$ cat src/rtl/spi_regif_pkg.sv
package spi_regif_pkg;

  // Command opcodes carried in the top three frame bits
  localparam logic [2:0] OPC_WRITE = 3'b010;
  localparam logic [2:0] OPC_READ  = 3'b100;

  // Answer kinds carried in the top two answer bits
  typedef enum logic [1:0] {
    ANS_IDLE  = 2'b00,
    ANS_WRITE = 2'b01,
    ANS_READ  = 2'b10,
    ANS_ERROR = 2'b11
  } ans_kind_e;

  typedef struct packed {
    logic osc;
    logic ser;
    logic req;
  } err_flags_t;

endpackage

$ cat src/rtl/spi_pin_sync.sv
module spi_pin_sync #(
  parameter int STAGES = 2
) (
  input  logic clk,
  input  logic rst_n,
  input  logic sclk,
  input  logic cs_n,
  input  logic mosi,
  output logic sclk_rise,
  output logic sclk_fall,
  output logic cs_active,
  output logic cs_start,
  output logic cs_end,
  output logic mosi_s
);

  logic [STAGES-1:0] sclk_sq, cs_sq, mosi_sq;
  logic [STAGES-1:0] sclk_sd, cs_sd, mosi_sd;
  logic              sclk_prev_q, cs_prev_q;
  logic              sclk_s, cs_s;

  // Next-state of the synchroniser chains
  always_comb begin
    sclk_sd = {sclk_sq[STAGES-2:0], sclk};
    cs_sd   = {cs_sq[STAGES-2:0],   cs_n};
    mosi_sd = {mosi_sq[STAGES-2:0], mosi};
  end

  always_ff @(posedge clk or negedge rst_n) begin
    if (!rst_n) begin
      sclk_sq     <= '0;
      cs_sq       <= '1;
      mosi_sq     <= '0;
      sclk_prev_q <= 1'b0;
      cs_prev_q   <= 1'b1;
    end else begin
      sclk_sq     <= sclk_sd;
      cs_sq       <= cs_sd;
      mosi_sq     <= mosi_sd;
      sclk_prev_q <= sclk_s;
      cs_prev_q   <= cs_s;
    end
  end

  assign sclk_s    = sclk_sq[STAGES-1];
  assign cs_s      = cs_sq[STAGES-1];
  assign mosi_s    = mosi_sq[STAGES-1];

  assign sclk_rise = sclk_s & ~sclk_prev_q;
  assign sclk_fall = ~sclk_s & sclk_prev_q;
  assign cs_active = ~cs_s;
  assign cs_start  = ~cs_s & cs_prev_q;
  assign cs_end    = cs_s & ~cs_prev_q;

endmodule

$ cat src/rtl/spi_frame_shift.sv
module spi_frame_shift #(
  parameter int FRAME_BITS = 16
) (
  input  logic                  clk,
  input  logic                  rst_n,
  input  logic                  sclk_rise,
  input  logic                  sclk_fall,
  input  logic                  cs_active,
  input  logic                  cs_start,
  input  logic                  cs_end,
  input  logic                  mosi_s,
  input  logic [FRAME_BITS-1:0] tx_word,
  output logic [FRAME_BITS-1:0] rx_word,
  output logic                  frame_ok,
  output logic                  frame_bad,
  output logic                  miso,
  output logic                  miso_oe
);

  localparam int CNT_W   = $clog2(FRAME_BITS + 2);
  localparam int CNT_MAX = FRAME_BITS + 1;

  logic [FRAME_BITS-1:0] rx_q, rx_d, tx_q, tx_d;
  logic [CNT_W-1:0]      cnt_q, cnt_d;
  logic                  oe_q, oe_d;
  logic                  ok_q, ok_d, bad_q, bad_d;
  logic                  rx_en, tx_en, cnt_en, oe_en;
  logic                  take_bit, push_bit;

  assign take_bit = sclk_rise & cs_active;
  assign push_bit = sclk_fall & cs_active & (cnt_q != '0);

  always_comb begin
    rx_en  = take_bit;
    rx_d   = {rx_q[FRAME_BITS-2:0], mosi_s};

    tx_en  = cs_start | push_bit;
    tx_d   = cs_start ? tx_word : {tx_q[FRAME_BITS-2:0], 1'b0};

    cnt_en = cs_start | take_bit;
    if (cs_start)                          cnt_d = '0;
    else if (cnt_q != CNT_W'(CNT_MAX))     cnt_d = cnt_q + 1'b1;
    else                                   cnt_d = cnt_q;

    oe_en  = cs_start | cs_end;
    oe_d   = cs_start;

    ok_d   = cs_end & (cnt_q == CNT_W'(FRAME_BITS));
    bad_d  = cs_end & (cnt_q != CNT_W'(FRAME_BITS));
  end

  always_ff @(posedge clk or negedge rst_n) begin
    if (!rst_n) begin
      rx_q  <= '0;
      tx_q  <= '0;
      cnt_q <= '0;
      oe_q  <= 1'b0;
      ok_q  <= 1'b0;
      bad_q <= 1'b0;
    end else begin
      if (rx_en)  rx_q  <= rx_d;
      if (tx_en)  tx_q  <= tx_d;
      if (cnt_en) cnt_q <= cnt_d;
      if (oe_en)  oe_q  <= oe_d;
      ok_q  <= ok_d;
      bad_q <= bad_d;
    end
  end

  assign rx_word   = rx_q;
  assign frame_ok  = ok_q;
  assign frame_bad = bad_q;
  assign miso      = tx_q[FRAME_BITS-1];
  assign miso_oe   = oe_q;

endmodule

$ cat src/rtl/reg_cmd_exec.sv
module reg_cmd_exec
  import spi_regif_pkg::*;
#(
  parameter int                ADDR_W    = 5,
  parameter int                DATA_W    = 8,
  parameter logic [ADDR_W-1:0] CTRL_ADDR = 5'h12,
  parameter logic [DATA_W-1:0] CTRL_MASK = 8'h0B,
  parameter int                NUM_ID    = 4,
  parameter logic [DATA_W-1:0] ID_BASE   = 8'hA0
) (
  input  logic                       clk,
  input  logic                       rst_n,
  input  logic                       frame_ok,
  input  logic                       frame_bad,
  input  logic [3+ADDR_W+DATA_W-1:0] rx_word,
  input  logic                       osc_fault,
  output logic [3+ADDR_W+DATA_W-1:0] resp_word,
  output logic [DATA_W-1:0]          ctrl_q
);

  localparam int FB      = 3 + ADDR_W + DATA_W;
  localparam int PAR_BIT = FB - 3;

  function automatic logic [FB-1:0] seal(input logic [FB-1:0] w);
    logic [FB-1:0] r;
    r          = w;
    r[PAR_BIT] = 1'b0;
    r[PAR_BIT] = ~(^r);
    return r;
  endfunction

  function automatic logic [FB-1:0] err_word(input err_flags_t f);
    return seal({ANS_ERROR, 1'b0, {(ADDR_W-3){1'b0}}, f, {DATA_W{1'b0}}});
  endfunction

  localparam logic [FB-1:0] RESP_RST = {1'b0, 1'b0, 1'b1, {(FB-3){1'b0}}};

  logic [2:0]        opc;
  logic [ADDR_W-1:0] addr;
  logic [DATA_W-1:0] wdata;
  logic              is_wr, is_rd, req_err;
  logic [DATA_W-1:0] id_val [NUM_ID];
  logic [DATA_W-1:0] rd_val;
  logic [DATA_W-1:0] ctrl_d;
  logic [FB-1:0]     resp_q, resp_d;
  logic              ctrl_en, resp_en;
  err_flags_t        flags;

  // Read-only identification bytes
  for (genvar g = 0; g < NUM_ID; g++) begin : g_id
    assign id_val[g] = ID_BASE + DATA_W'(g);
  end

  assign opc   = rx_word[FB-1 -: 3];
  assign addr  = rx_word[FB-4 -: ADDR_W];
  assign wdata = rx_word[DATA_W-1:0];

  always_comb begin
    is_wr   = (opc == OPC_WRITE);
    is_rd   = (opc == OPC_READ);
    req_err = !(is_rd || (is_wr && addr == CTRL_ADDR));

    rd_val = '0;
    for (int i = 0; i < NUM_ID; i++) begin
      if (addr == ADDR_W'(i)) rd_val = id_val[i];
    end
    if (addr == CTRL_ADDR) rd_val = ctrl_q;
  end

  // Next-state: command execution and answer building
  always_comb begin
    ctrl_en = 1'b0;
    ctrl_d  = ctrl_q;
    resp_en = 1'b0;
    resp_d  = resp_q;
    flags   = '{osc: osc_fault, ser: 1'b0, req: 1'b0};
    if (frame_bad) begin
      flags.ser = 1'b1;
      resp_en   = 1'b1;
      resp_d    = err_word(flags);
    end else if (frame_ok) begin
      resp_en = 1'b1;
      if (osc_fault || req_err) begin
        flags.req = req_err;
        resp_d    = err_word(flags);
      end else if (is_wr) begin
        ctrl_en = 1'b1;
        ctrl_d  = wdata & CTRL_MASK;
        resp_d  = seal({ANS_WRITE, 1'b0, addr, wdata & CTRL_MASK});
      end else begin
        resp_d  = seal({ANS_READ, 1'b0, addr, rd_val});
      end
    end
  end

  always_ff @(posedge clk or negedge rst_n) begin
    if (!rst_n) begin
      ctrl_q <= '0;
      resp_q <= RESP_RST;
    end else begin
      if (ctrl_en) ctrl_q <= ctrl_d;
      if (resp_en) resp_q <= resp_d;
    end
  end

  assign resp_word = resp_q;

endmodule

$ cat src/rtl/spi_sensor_regif.sv
module spi_sensor_regif #(
  parameter int          SYNC_STAGES = 2,
  parameter int          ADDR_W      = 5,
  parameter int          DATA_W      = 8,
  parameter logic [4:0]  CTRL_ADDR   = 5'h12,
  parameter logic [7:0]  CTRL_MASK   = 8'h0B,
  parameter int          NUM_ID      = 4,
  parameter logic [7:0]  ID_BASE     = 8'hA0
) (
  input  logic              clk,
  input  logic              rst_n,
  input  logic              sclk,
  input  logic              cs_n,
  input  logic              mosi,
  input  logic              osc_fault,
  output logic              miso,
  output logic              miso_oe,
  output logic [DATA_W-1:0] ctrl_reg
);

  localparam int FB = 3 + ADDR_W + DATA_W;

  logic [1:0]    rst_pipe_q;
  logic          rst_n_int;
  logic          sclk_rise, sclk_fall, cs_active, cs_start, cs_end, mosi_s;
  logic [FB-1:0] rx_word, resp_word;
  logic          frame_ok, frame_bad;

  // Asynchronous assertion, synchronous release
  always_ff @(posedge clk or negedge rst_n) begin
    if (!rst_n) rst_pipe_q <= 2'b00;
    else        rst_pipe_q <= {rst_pipe_q[0], 1'b1};
  end
  assign rst_n_int = rst_pipe_q[1];

  spi_pin_sync #(.STAGES(SYNC_STAGES)) u_sync (
    .clk       (clk),
    .rst_n     (rst_n_int),
    .sclk      (sclk),
    .cs_n      (cs_n),
    .mosi      (mosi),
    .sclk_rise (sclk_rise),
    .sclk_fall (sclk_fall),
    .cs_active (cs_active),
    .cs_start  (cs_start),
    .cs_end    (cs_end),
    .mosi_s    (mosi_s)
  );

  spi_frame_shift #(.FRAME_BITS(FB)) u_shift (
    .clk       (clk),
    .rst_n     (rst_n_int),
    .sclk_rise (sclk_rise),
    .sclk_fall (sclk_fall),
    .cs_active (cs_active),
    .cs_start  (cs_start),
    .cs_end    (cs_end),
    .mosi_s    (mosi_s),
    .tx_word   (resp_word),
    .rx_word   (rx_word),
    .frame_ok  (frame_ok),
    .frame_bad (frame_bad),
    .miso      (miso),
    .miso_oe   (miso_oe)
  );

  reg_cmd_exec #(
    .ADDR_W    (ADDR_W),
    .DATA_W    (DATA_W),
    .CTRL_ADDR (ADDR_W'(CTRL_ADDR)),
    .CTRL_MASK (DATA_W'(CTRL_MASK)),
    .NUM_ID    (NUM_ID),
    .ID_BASE   (DATA_W'(ID_BASE))
  ) u_exec (
    .clk       (clk),
    .rst_n     (rst_n_int),
    .frame_ok  (frame_ok),
    .frame_bad (frame_bad),
    .rx_word   (rx_word),
    .osc_fault (osc_fault),
    .resp_word (resp_word),
    .ctrl_q    (ctrl_reg)
  );

endmodule

$ cat config.mk
export PLATFORM = sky130hd
export DESIGN_NAME = spi_sensor_regif
export DESIGN_NICKNAME = d
export VERILOG_FILES = /design/src/rtl/spi_regif_pkg.sv /design/src/rtl/spi_pin_sync.sv /design/src/rtl/spi_frame_shift.sv /design/src/rtl/reg_cmd_exec.sv /design/src/rtl/spi_sensor_regif.sv
export SDC_FILE = /design/constraint.sdc
export NUM_CORES = 1
export LEC_CHECK = 0
export CORE_MARGIN = 2
export CORE_UTILIZATION = 63
export CTS_BUF_LIST = sky130_fd_sc_hd__clkbuf_16
export DETAILED_ROUTE_END_ITERATION = 7
export PLACE_DENSITY = 0.83
export SKIP_LAST_GASP = 1
export SLEW_MARGIN = 20
export SYNTH_ARGS = -nofsm -noshare
export SYNTH_HDL_FRONTEND = slang
export SYNTH_SLANG_ARGS = --single-unit
$ cat constraint.sdc
create_clock -name clk -period 2.85 [get_ports clk]
set_input_delay 0.57 -clock clk [delete_from_list [all_inputs] [get_ports clk]]
set_output_delay 0.57 -clock clk [all_outputs]
set_load 0.02 [all_outputs]
==> results of run 1 <==
-- worst reg2reg max path: cells and delay by family, from the launching register on --
family          cells  cell delay (ns)
compound gates      1             0.20
fa+ha+maj           2             0.51
buf+inv             1             0.12
flops               1             0.41
mux                 1             0.31
simple gates        4             0.61
-- kinds of logic after synthesis --
| group | after synthesis | share of synthesized area |
|---|---|---|
| AO/OA/AOI/OAI | 42 | 0.0824 |
| XOR/XNOR | 9 | 0.0266 |
| adder cells (fa/ha/maj) | 11 | 0.0465 |
| buffers and inverters | 30 | 0.0532 |
| flip-flops | 65 | 0.551 |
| multiplexers | 35 | 0.125 |
| other | 2 | 0.00253 |
| AND/OR/NAND/NOR | 70 | 0.113 |
-- final cells by class --
cell class | count | share of cell area
multi-input combinational | 173 | 0.356
clock buffer | 9 | 0.0670
timing repair buffer | 14 | 0.0387
clock inverter | 7 | 0.0156
sequential | 65 | 0.486
tap | 52 | 0.0194
inverter | 15 | 0.0168
-- synth_stat cells (all sizes together) --
| master | n | share of area |
|---|---|---|
| nor4 | 1 | 0.0021 |
| inv | 15 | 0.019 |
| a21oi | 10 | 0.017 |
| nand4 | 5 | 0.011 |
| nor2 | 19 | 0.025 |
| nand2 | 30 | 0.039 |
| o31ai | 1 | 0.0025 |
| a221oi | 1 | 0.0030 |
| nor3b | 1 | 0.0042 |
| dfrtp | 61 | 0.52 |
| xor2 | 4 | 0.012 |
| a22o | 1 | 0.0030 |
| buf | 10 | 0.028 |
| nand2b | 3 | 0.0063 |
| dfstp | 4 | 0.035 |
| nand3b | 1 | 0.0025 |
| o21ai | 22 | 0.038 |
| a31oi | 2 | 0.0042 |
| nor3 | 3 | 0.0051 |
| o41ai | 1 | 0.0030 |
| and3 | 1 | 0.0021 |
| and2b | 2 | 0.0051 |
| mux2i | 19 | 0.064 |
| o31a | 1 | 0.0030 |
| nor4b | 1 | 0.0051 |
| clkbuf | 5 | 0.0063 |
| nor2b | 2 | 0.0042 |
| o22a | 2 | 0.0059 |
| mux2 | 16 | 0.061 |
| o21bai | 1 | 0.0025 |
| ha | 11 | 0.046 |
| conb | 2 | 0.0025 |
| xnor2 | 5 | 0.015 |
| or2 | 1 | 0.0021 |
-- per-stage QoR --
stage | area, sq um | total power (uW)
final | 3360 | 2390
after CTS | 3360 | 2410
after floorplan | 2980 | 1310
after global placement | 3080 | 1370
after global routing | 3360 | 2500
after detailed placement | 3080 | 1390
-- cells in the final DEF (no fill, tap or decap), types with 2 or more instances in the layout --
master | synthesis | routed
clkdlybuf4s50_1 | 0 | 10
and2b_1 | 2 | 2
inv_1 | 15 | 16
nor2b_1 | 2 | 2
buf_4 | 7 | 4
nand2_1 | 29 | 29
dfrtp_1 | 61 | 60
o22a_1 | 2 | 2
clkbuf_16 | 0 | 9
dfstp_2 | 4 | 4
nand2b_1 | 3 | 3
mux2i_1 | 19 | 19
nor2_1 | 18 | 18
nor3_1 | 3 | 3
xnor2_1 | 5 | 5
conb_1 | 2 | 6
nand4_1 | 5 | 5
a31oi_1 | 2 | 2
mux2_2 | 16 | 16
clkinv_1 | 0 | 5
ha_1 | 11 | 11
o21ai_0 | 17 | 17
xor2_1 | 4 | 4
o21ai_1 | 4 | 4
a21oi_1 | 10 | 10
-- registers in the layout (all words and copies together) (netlist names), 2 cells and up --
register          cells
u_shift.tx_q         16
u_exec.resp_word     12
u_sync.sclk_sq        2
u_sync.cs_sq          2
u_sync.mosi_sq        2
u_exec.ctrl_q         3
rst_pipe_q            2
u_shift.cnt_q         5
u_shift.rx_word      16
-- worst max-delay path by stage --
stage	startpoint	to	depth (start not counted)
global placement	osc_fault	u_exec.ctrl_q[1]	7
global route	u_shift.rx_word[8]	u_exec.resp_word[7]	8
CTS	u_shift.rx_word[8]	u_exec.ctrl_q[3]	9
floorplan	u_shift.rx_word[8]	u_exec.resp_word[7]	8
finish	u_shift.rx_word[8]	u_exec.ctrl_q[3]	9
detailed placement	u_shift.rx_word[8]	u_exec.ctrl_q[3]	9
-- layer usage --
layer	vias up	routed length (microns)	global-route usage
li1	910	-	-
met1	909	2330	0.299
met2	47	2450	0.340
met3	17	180	0.0497
met4	0	166	0.138
met5	-	0	0
-- power by group --
part	switching [uW]	leakage, uW	total (uW)	internal [uW]
combinational	141	0.000530	283	142
sequential	84.8	0.000828	1100	1020
clock	352	0.000138	1010	657
==> out/qor.txt, run 1 <==
final hold violation count: 0
Static Leak: 0.00150 uW
drt first pass iters: 4
wire length after detailed routing: 5130 microns
# Max-Cap Violations: 0
TritonCTS clock tree: built
initial antenna violation count: 0
final slew viol count: 0
placed cells: 319
sequential area share after synthesis: 0.551
Final setup viols: 0
P&R area growth vs syn: 13.4%
Setup CP Type: flip-flop to flip-flop
min Tclk post-route: 2.27 ns
wire per inst: 15.3 microns
CP top delay family: simple AND/OR/NAND/NOR gates
H-tree depth: 3
CP max FO: 6
clk_lat worst skew: 0.32 ns
status: complete, no violations
final core occ: 0.756
period utilization: 0.798
Bufs and invs on worst path: 1
yosys warns: 0
GRT overflow: 0
final hold slack: 0.317 ns
Slew headroom: 0.537
CP max stage cell: dfrtp_1
Syn Inst Count: 264
ANT cells: 0
Layout Nets: 295
Longest Clk Path Bufs: 2
RSZ-0062 raised after global routing: false
Die X: 72.6 microns
DRT antenna net count: 0
Crit Reg-Reg Startpoint: u_shift.rx_word[8]
pin count of the biggest net entering global routing: 35
post-DP HPWL: 3390 microns
clk root buf: clkbuf_16
synthesized area per cell: 11.2 sq um
clock skew: 0.00375 ns
routability cong.: 0.850
DR vias/cell: 5.62
post_cts resized: 0
I/O Pins: 16
startpoint types: flip-flop
clk sinks: 65
synthesized area: 0.00296 sq mm
worst reg2reg setup slack: 0.58 ns
fin worst setup slack: 0.575 ns
Pwr per Cell Area: 712 mW/mm^2
fraction of layout cells with a size suffix above 1: 0.145
first-pass GRT wire length: 8680 microns
Non-Filler Instances: 335
Multi-input gate area: 0.00120 sq mm
PortBufs: 10
setup TNS: 0 ns
number of global-route vias before repair: 1,863
die area: 0.00527 sq mm
unique cell type count in the Yosys netlist: 40
flops & latches, synth: 65
Die Ht: 72.6 microns
DP Worst Slack: 0.587 ns
initial core utilization: 0.667
reg2reg end: u_exec.ctrl_q[3]
Worst Tran Pin Value: 0.694 ns
DRC errors left: 0
Worst Reg-to-Reg Cells: 9
CTS Hold Bufs: 0
hold crit path type: flip-flop to async pin
core region area: 0.00444 sq mm
vias after detailed routing: 1,883
crit-path cells: inv_1 -> ha_1 -> nand4_1 -> a21oi_1 -> ha_1 -> nand2_1 -> nor2_1 -> nand2_1 -> mux2_2
Worst-path clk slew: 0.05 ns
VDD IR max: 515 uV
TritonCTS Buffers: 9
storage element area: 0.00163 sq mm
Max Freq: 0.440 GHz
Layout fillers: 295
GRT Overall Usage: 0.225
slowest stage delay, CP: 0.41 ns
CP required: 3.05 ns
DR iter-0 viols: 151
setup bufs post-CTS: 0
Rows: 24
Worst Setup End Kind: flip-flop
Data arrival, critical path: 2.48 ns
(Power assumes the default switching activity.)
==> run 2: changes to the inputs <==
- CORE_UTILIZATION: 63 -> 53
- PLACE_DENSITY: 0.83 -> 0.75
- clock period: 2.85 -> 2 ns (I/O delays scaled with it)
==> run 2 against run 1 <==
Clock power up 44%. Combinational power up 53%. Global-route usage down 4.1 points. Cell count up 8.4%. Utilization down 11 points. Sequential power up 41%. Via count up 1.1%. Critical endpoint is now u_exec.resp_word[7].
==> out/qor.txt, run 2 (synthesis results as in run 1) <==
DR vias/cell: 5.25 (-6.7%)
Pwr per Cell Area: 977 mW/mm^2 (+37%)
Critical Path Start: u_shift.rx_word[10]
period utilization: 0.941 (+0.143)
setup bufs post-CTS: 0 (unchanged)
Layout Nets: 303 (+2.7%)
reg2reg end: u_exec.resp_word[7]
Setup CP Type: flip-flop to flip-flop
Final setup viols: 0 (unchanged)
placed cells: 347 (+8.8%)
core region area: 0.00544 sq mm (+22%)
DP Worst Slack: 0.0125 ns (-0.574 ns)
TritonCTS clock tree: built
initial antenna violation count: 0 (unchanged)
worst reg2reg setup slack: 0.12 ns (-0.46 ns)
fraction of layout cells with a size suffix above 1: 0.216 (+0.0716)
TritonCTS Buffers: 9 (unchanged)
Area after DPL: 0.00319 sq mm (+3.7%)
die area: 0.00620 sq mm (+18%)
Static Leak: 0.00157 uW (+4.8%)
CP required: 2.22 ns (-0.83 ns)
H-tree depth: 3 (unchanged)
clk root buf: clkbuf_16
min Tclk post-route: 1.88 ns (-0.393 ns)
Worst-path clk slew: 0.05 ns (about the same)
wire length after detailed routing: 5020 microns (-2.2%)
routability cong.: 0.813 (-4.3%)
number of global-route vias before repair: 1,868 (+0.27%)
fin worst setup slack: 0.118 ns (-0.457 ns)
PortBufs: 10 (unchanged)
Non-Filler Instances: 363 (+8.4%)
GRT Overall Usage: 0.184 (-0.0410)
final slew viol count: 0 (unchanged)
final hold violation count: 0 (unchanged)
Die X: 78.8 microns (+8.5%)
ANT cells: 0 (unchanged)
Max Freq: 0.531 GHz (+21%)
DR iter-0 viols: 96 (-36%)
setup TNS: 0 ns (unchanged)
I/O Pins: 16 (unchanged)
pin count of the biggest net entering global routing: 57 (+63%)
commonest non-fill, non-tap cell in the layout: dfrtp_1
final non-filler cell area: 0.00352 sq mm (+4.8%)
vias after detailed routing: 1,904 (+1.1%)
drt first pass iters: 4 (unchanged)
Crit Reg-Reg Startpoint: u_shift.rx_word[10]
DRC errors left: 0 (unchanged)
post-DP HPWL: 3410 microns (+0.55%)
startpoint types: flip-flop
Rows: 27 (+13%)
CP max FO: 3 (-3)
hold crit path type: flip-flop to async pin
clk_lat worst skew: 0.32 ns (about the same)
RSZ-0062 raised after global routing: false
Worst Reg-to-Reg Cells: 8 (-1)
clk sinks: 65 (unchanged)
GRT overflow: 0 (unchanged)
wire per inst: 13.8 microns (-9.7%)
initial core utilization: 0.545 (-0.122)
final core occ: 0.647 (-0.109)
Longest Clk Path Bufs: 2 (unchanged)
Worst Setup End Kind: flip-flop
Data arrival, critical path: 2.10 ns (-0.38 ns)
P&R area growth vs syn: 18.8%
DRT antenna net count: 0 (unchanged)
first-pass GRT wire length: 8670 microns (-0.16%)
clock skew: 0.00712 ns (+0.00337 ns)
Die Ht: 78.8 microns (+8.5%)
VDD IR max: 1000 uV (+95%)
status: complete, no violations
commonest cells after routing, fill and taps aside: dfrtp_1 (60), nand2_1 (27), mux2i_1 (19)
# Max-Cap Violations: 0 (unchanged)
==> run 2: report_power, final <==
part / leakage [uW] / switching (uW) / internal (uW) / total [uW]
Sequential: 0.000828 / 102 / 1450 / 1550
Clock: 0.000150 / 513 / 939 / 1450
Combinational: 0.000590 / 214 / 221 / 434
==> run 2: worst max path at each step <==
stage / to / depth (start not counted)
after floorplan: u_exec.resp_word[7] / 8
after global placement: u_exec.ctrl_q[3] / 7
after detailed placement: u_exec.resp_word[7] / 8
after CTS: u_exec.resp_word[7] / 8
after global routing: u_exec.resp_word[13] / 11
final: u_exec.resp_word[7] / 8
==> run 2: worst max-delay path, cell delays in order (launching register included) <==
cell	delay [ns]
dfrtp_1	0.41
inv_2	0.10
ha_4	0.14
nand4_1	0.10
a21oi_2	0.18
ha_2	0.20
nand2_2	0.07
or2_4	0.26
o41ai_2	0.32
==> run 2: routing by layer <==
metal / share of wire / global-route usage / vias up / wire (microns)
li1: - / - / 931 / -
met3: 0.035 / 0.0557 / 8 / 178
met2: 0.47 / 0.283 / 30 / 2350
met1: 0.48 / 0.243 / 935 / 2400
met5: 0 / 0 / - / 0
met4: 0.018 / 0.0807 / 0 / 89
==> run 2: per-stage QoR <==
| step | hold slack (ns) | total power (uW) |
|---|---|---|
| 6_report | 0.108 | 3440 |
| 5_1_grt | 0.128 | 3600 |
| 4_1_cts | 0.119 | 3450 |
| 3_5_place_dp | 0.113 | 2000 |
| 3_3_place_gp | 0.116 | 1980 |
| 2_1_floorplan | 0.104 | 1870 |
==> run 2: final cells by class <==
cell class / instances / area (sq um)
Clock inverter: 7 / 55.1
Fill cell: 425 / 1920
Multi-Input combinational cell: 173 / 1240
Timing Repair Buffer: 22 / 215
Tap cell: 72 / 90.1
Clock buffer: 9 / 225
Sequential cell: 65 / 1630
Inverter: 15 / 56.3
==> run 2: repair_timing <==
item,CTS,global route
pin swaps,0,2
hold buffers,0,0
setup endpoints to repair,1,9
resized for setup,1,13
==> run 3: changes to the inputs <==
- CAP_MARGIN: default -> 20
- SKIP_CTS_REPAIR_TIMING: default -> 1
==> run 3 against run 2 <==
Flip-flop and latch count unchanged. Clock-buffer cell count unchanged. Fmax hardly changed. Utilization unchanged. Critical path depth did not move. Hold slack barely moved. Routed wire length decreased by 0.30%. Worst setup slack improved by 0.0016 ns. Global-route usage about the same. Via count shrank 0.11%. Clock skew hardly changed. Largest power group unchanged.
==> out/qor.txt, run 3 (synthesis results as in run 1) <==
Layout fillers: 425 (unchanged)
fraction of layout cells with a size suffix above 1: 0.216 (unchanged)
TritonCTS Buffers: 9 (unchanged)
Layout Nets: 303 (unchanged)
period utilization: 0.940 (about the same)
Data arrival, critical path: 2.10 ns (about the same)
I/O Pins: 16 (unchanged)
initial antenna violation count: 0 (unchanged)
CP required: 2.22 ns (about the same)
Reg power frac: 0.452 (about the same)
DR vias/cell: 5.24 (-0.11%)
status: complete, no violations
Worst Reg-to-Reg Cells: 8 (unchanged)
H-tree depth: 3 (unchanged)
final slew viol count: 0 (unchanged)
setup TNS: 0 ns (unchanged)
Max Freq: 0.532 GHz (about the same)
startpoint types: flip-flop
clk sinks: 65 (unchanged)
wire per inst: 13.8 microns (-0.30%)
Static Leak: 0.00157 uW (unchanged)
min Tclk post-route: 1.88 ns (-0.00160 ns)
vias after detailed routing: 1,902 (-0.11%)
DRC errors left: 0 (unchanged)
crit-path cells: inv_2 -> ha_4 -> nand4_1 -> a21oi_2 -> ha_2 -> nand2_2 -> or2_4 -> o41ai_2
routability cong.: 0.813 (unchanged)
PortBufs: 10 (unchanged)
GRT overflow: 0 (unchanged)
wire length after detailed routing: 5000 microns (-0.30%)
CP max stage cell: dfrtp_1
final core occ: 0.647 (unchanged)
Int Power: 2610 uW (about the same)
initial core utilization: 0.545 (unchanged)
clk_lat worst skew: 0.32 ns (about the same)
Setup CP Type: flip-flop to flip-flop
DRT antenna net count: 0 (unchanged)
Rows: 27 (unchanged)
# Max-Cap Violations: 0 (unchanged)
ANT cells: 0 (unchanged)
switching portion of total power: 0.240 (-0.000620)
final hold violation count: 0 (unchanged)
first-pass GRT wire length: 8640 microns (-0.32%)
drt first pass iters: 4 (unchanged)
Pwr per Cell Area: 976 mW/mm^2 (about the same)
commonest non-fill, non-tap cell in the layout: dfrtp_1
Die Ht: 78.8 microns (unchanged)
Worst Setup End Kind: flip-flop
TritonCTS clock tree: built
fraction of power consumed by combinational cells: 0.127 (about the same)
CP max FO: 3 (unchanged)
slowest stage delay, CP: 0.41 ns (about the same)
DR iter-0 viols: 99 (+3.1%)
clk root buf: clkbuf_16
VDD IR max: 1000 uV (-0.31%)
Worst-path clk slew: 0.05 ns (about the same)
pin count of the biggest net entering global routing: 57 (unchanged)
RSZ-0062 raised after global routing: false
post-DP HPWL: 3410 microns (unchanged)
Final setup viols: 0 (unchanged)
Die X: 78.8 microns (unchanged)
P&R area growth vs syn: 18.8% (unchanged)
die area: 0.00620 sq mm (unchanged)
core region area: 0.00544 sq mm (unchanged)
P_sw: 826 uW (-0.33%)
clock network power share: 0.422 (about the same)
number of global-route vias before repair: 1,860 (-0.43%)
commonest cells after routing, fill and taps aside: dfrtp_1 (60), nand2_1 (27), mux2i_1 (19)
GRT Overall Usage: 0.184 (-0.000497)
Longest Clk Path Bufs: 2 (unchanged)
clock skew: 0.00693 ns (-0.000187 ns)
hold crit path type: flip-flop to async pin
[run 3: cell counts in the layout (fill, tap and decap cells not counted)]
Identical to the previous run, type by type.
[run 3: worst max-delay path: cells and delay by family, from the launching register on]
family / cells / cell delay, ns
simple gates: 3 / 0.43
compound gates: 2 / 0.50
buf+inv: 1 / 0.10
fa+ha+maj: 2 / 0.34
flops: 1 / 0.41
[run 3: per-layer routing]
layer | vias to the layer above | global-route usage | routed length [microns]
met3 | 5 | 0.0557 | 155
met1 | 938 | 0.243 | 2410
met4 | 0 | 0.0825 | 70
met2 | 28 | 0.280 | 2360
met5 | - | 0 | 0
li1 | 931 | - | -
[run 3: area by class of cell]
cell class / count / area [sq um] / area share
multi-input combinational: 173 / 1240 / 0.354
timing repair buffer: 22 / 215 / 0.0611
clock buffer: 9 / 225 / 0.0640
sequential: 65 / 1630 / 0.464
clock inverter: 7 / 55.1 / 0.0156
inverter: 15 / 56.3 / 0.0160
tap: 72 / 90.1 / 0.0256
[run 3: path summary, 6_finish.rpt]
check	slack [ns]	startpoint	to
worst min-delay path	0.11	rst_pipe_q[1]	u_shift.miso_oe
max in group asynchronous	1.32	rst_pipe_q[1]	u_exec.resp_word[13]
worst min register to register	0.11	rst_pipe_q[1]	u_shift.miso_oe
min in group clk	0.35	u_sync.sclk_sq[0]	u_sync.sclk_sq[1]
worst max register to register	0.12	u_shift.rx_word[10]	u_exec.resp_word[7]
worst max-delay path	0.12	u_shift.rx_word[10]	u_exec.resp_word[7]
[run 3: power by group through the flow]
stage	sequential [uW]	combinational (uW)	clock (uW)
finish	1550	435	1450
global route	1570	495	1530
CTS	1550	430	1470
detailed placement	1570	426	0
global placement	1560	416	0
floorplan	1560	312	0
[run 3: per-stage QoR]
stage / setup slack, ns / hold WS (ns) / cell area [sq um] / total power, uW / std cells
final: 0.120 / 0.108 / 3520 / 3440 / 363
after CTS: -0.0574 / 0.119 / 3470 / 3450 / 363
after detailed placement: 0.0125 / 0.113 / 3190 / 2000 / 347
after global routing: 0.0159 / 0.128 / 3520 / 3600 / 363
after floorplan: 0.00867 / 0.104 / 2980 / 1870 / 268
after global placement: 0.0642 / 0.116 / 3190 / 1980 / 347
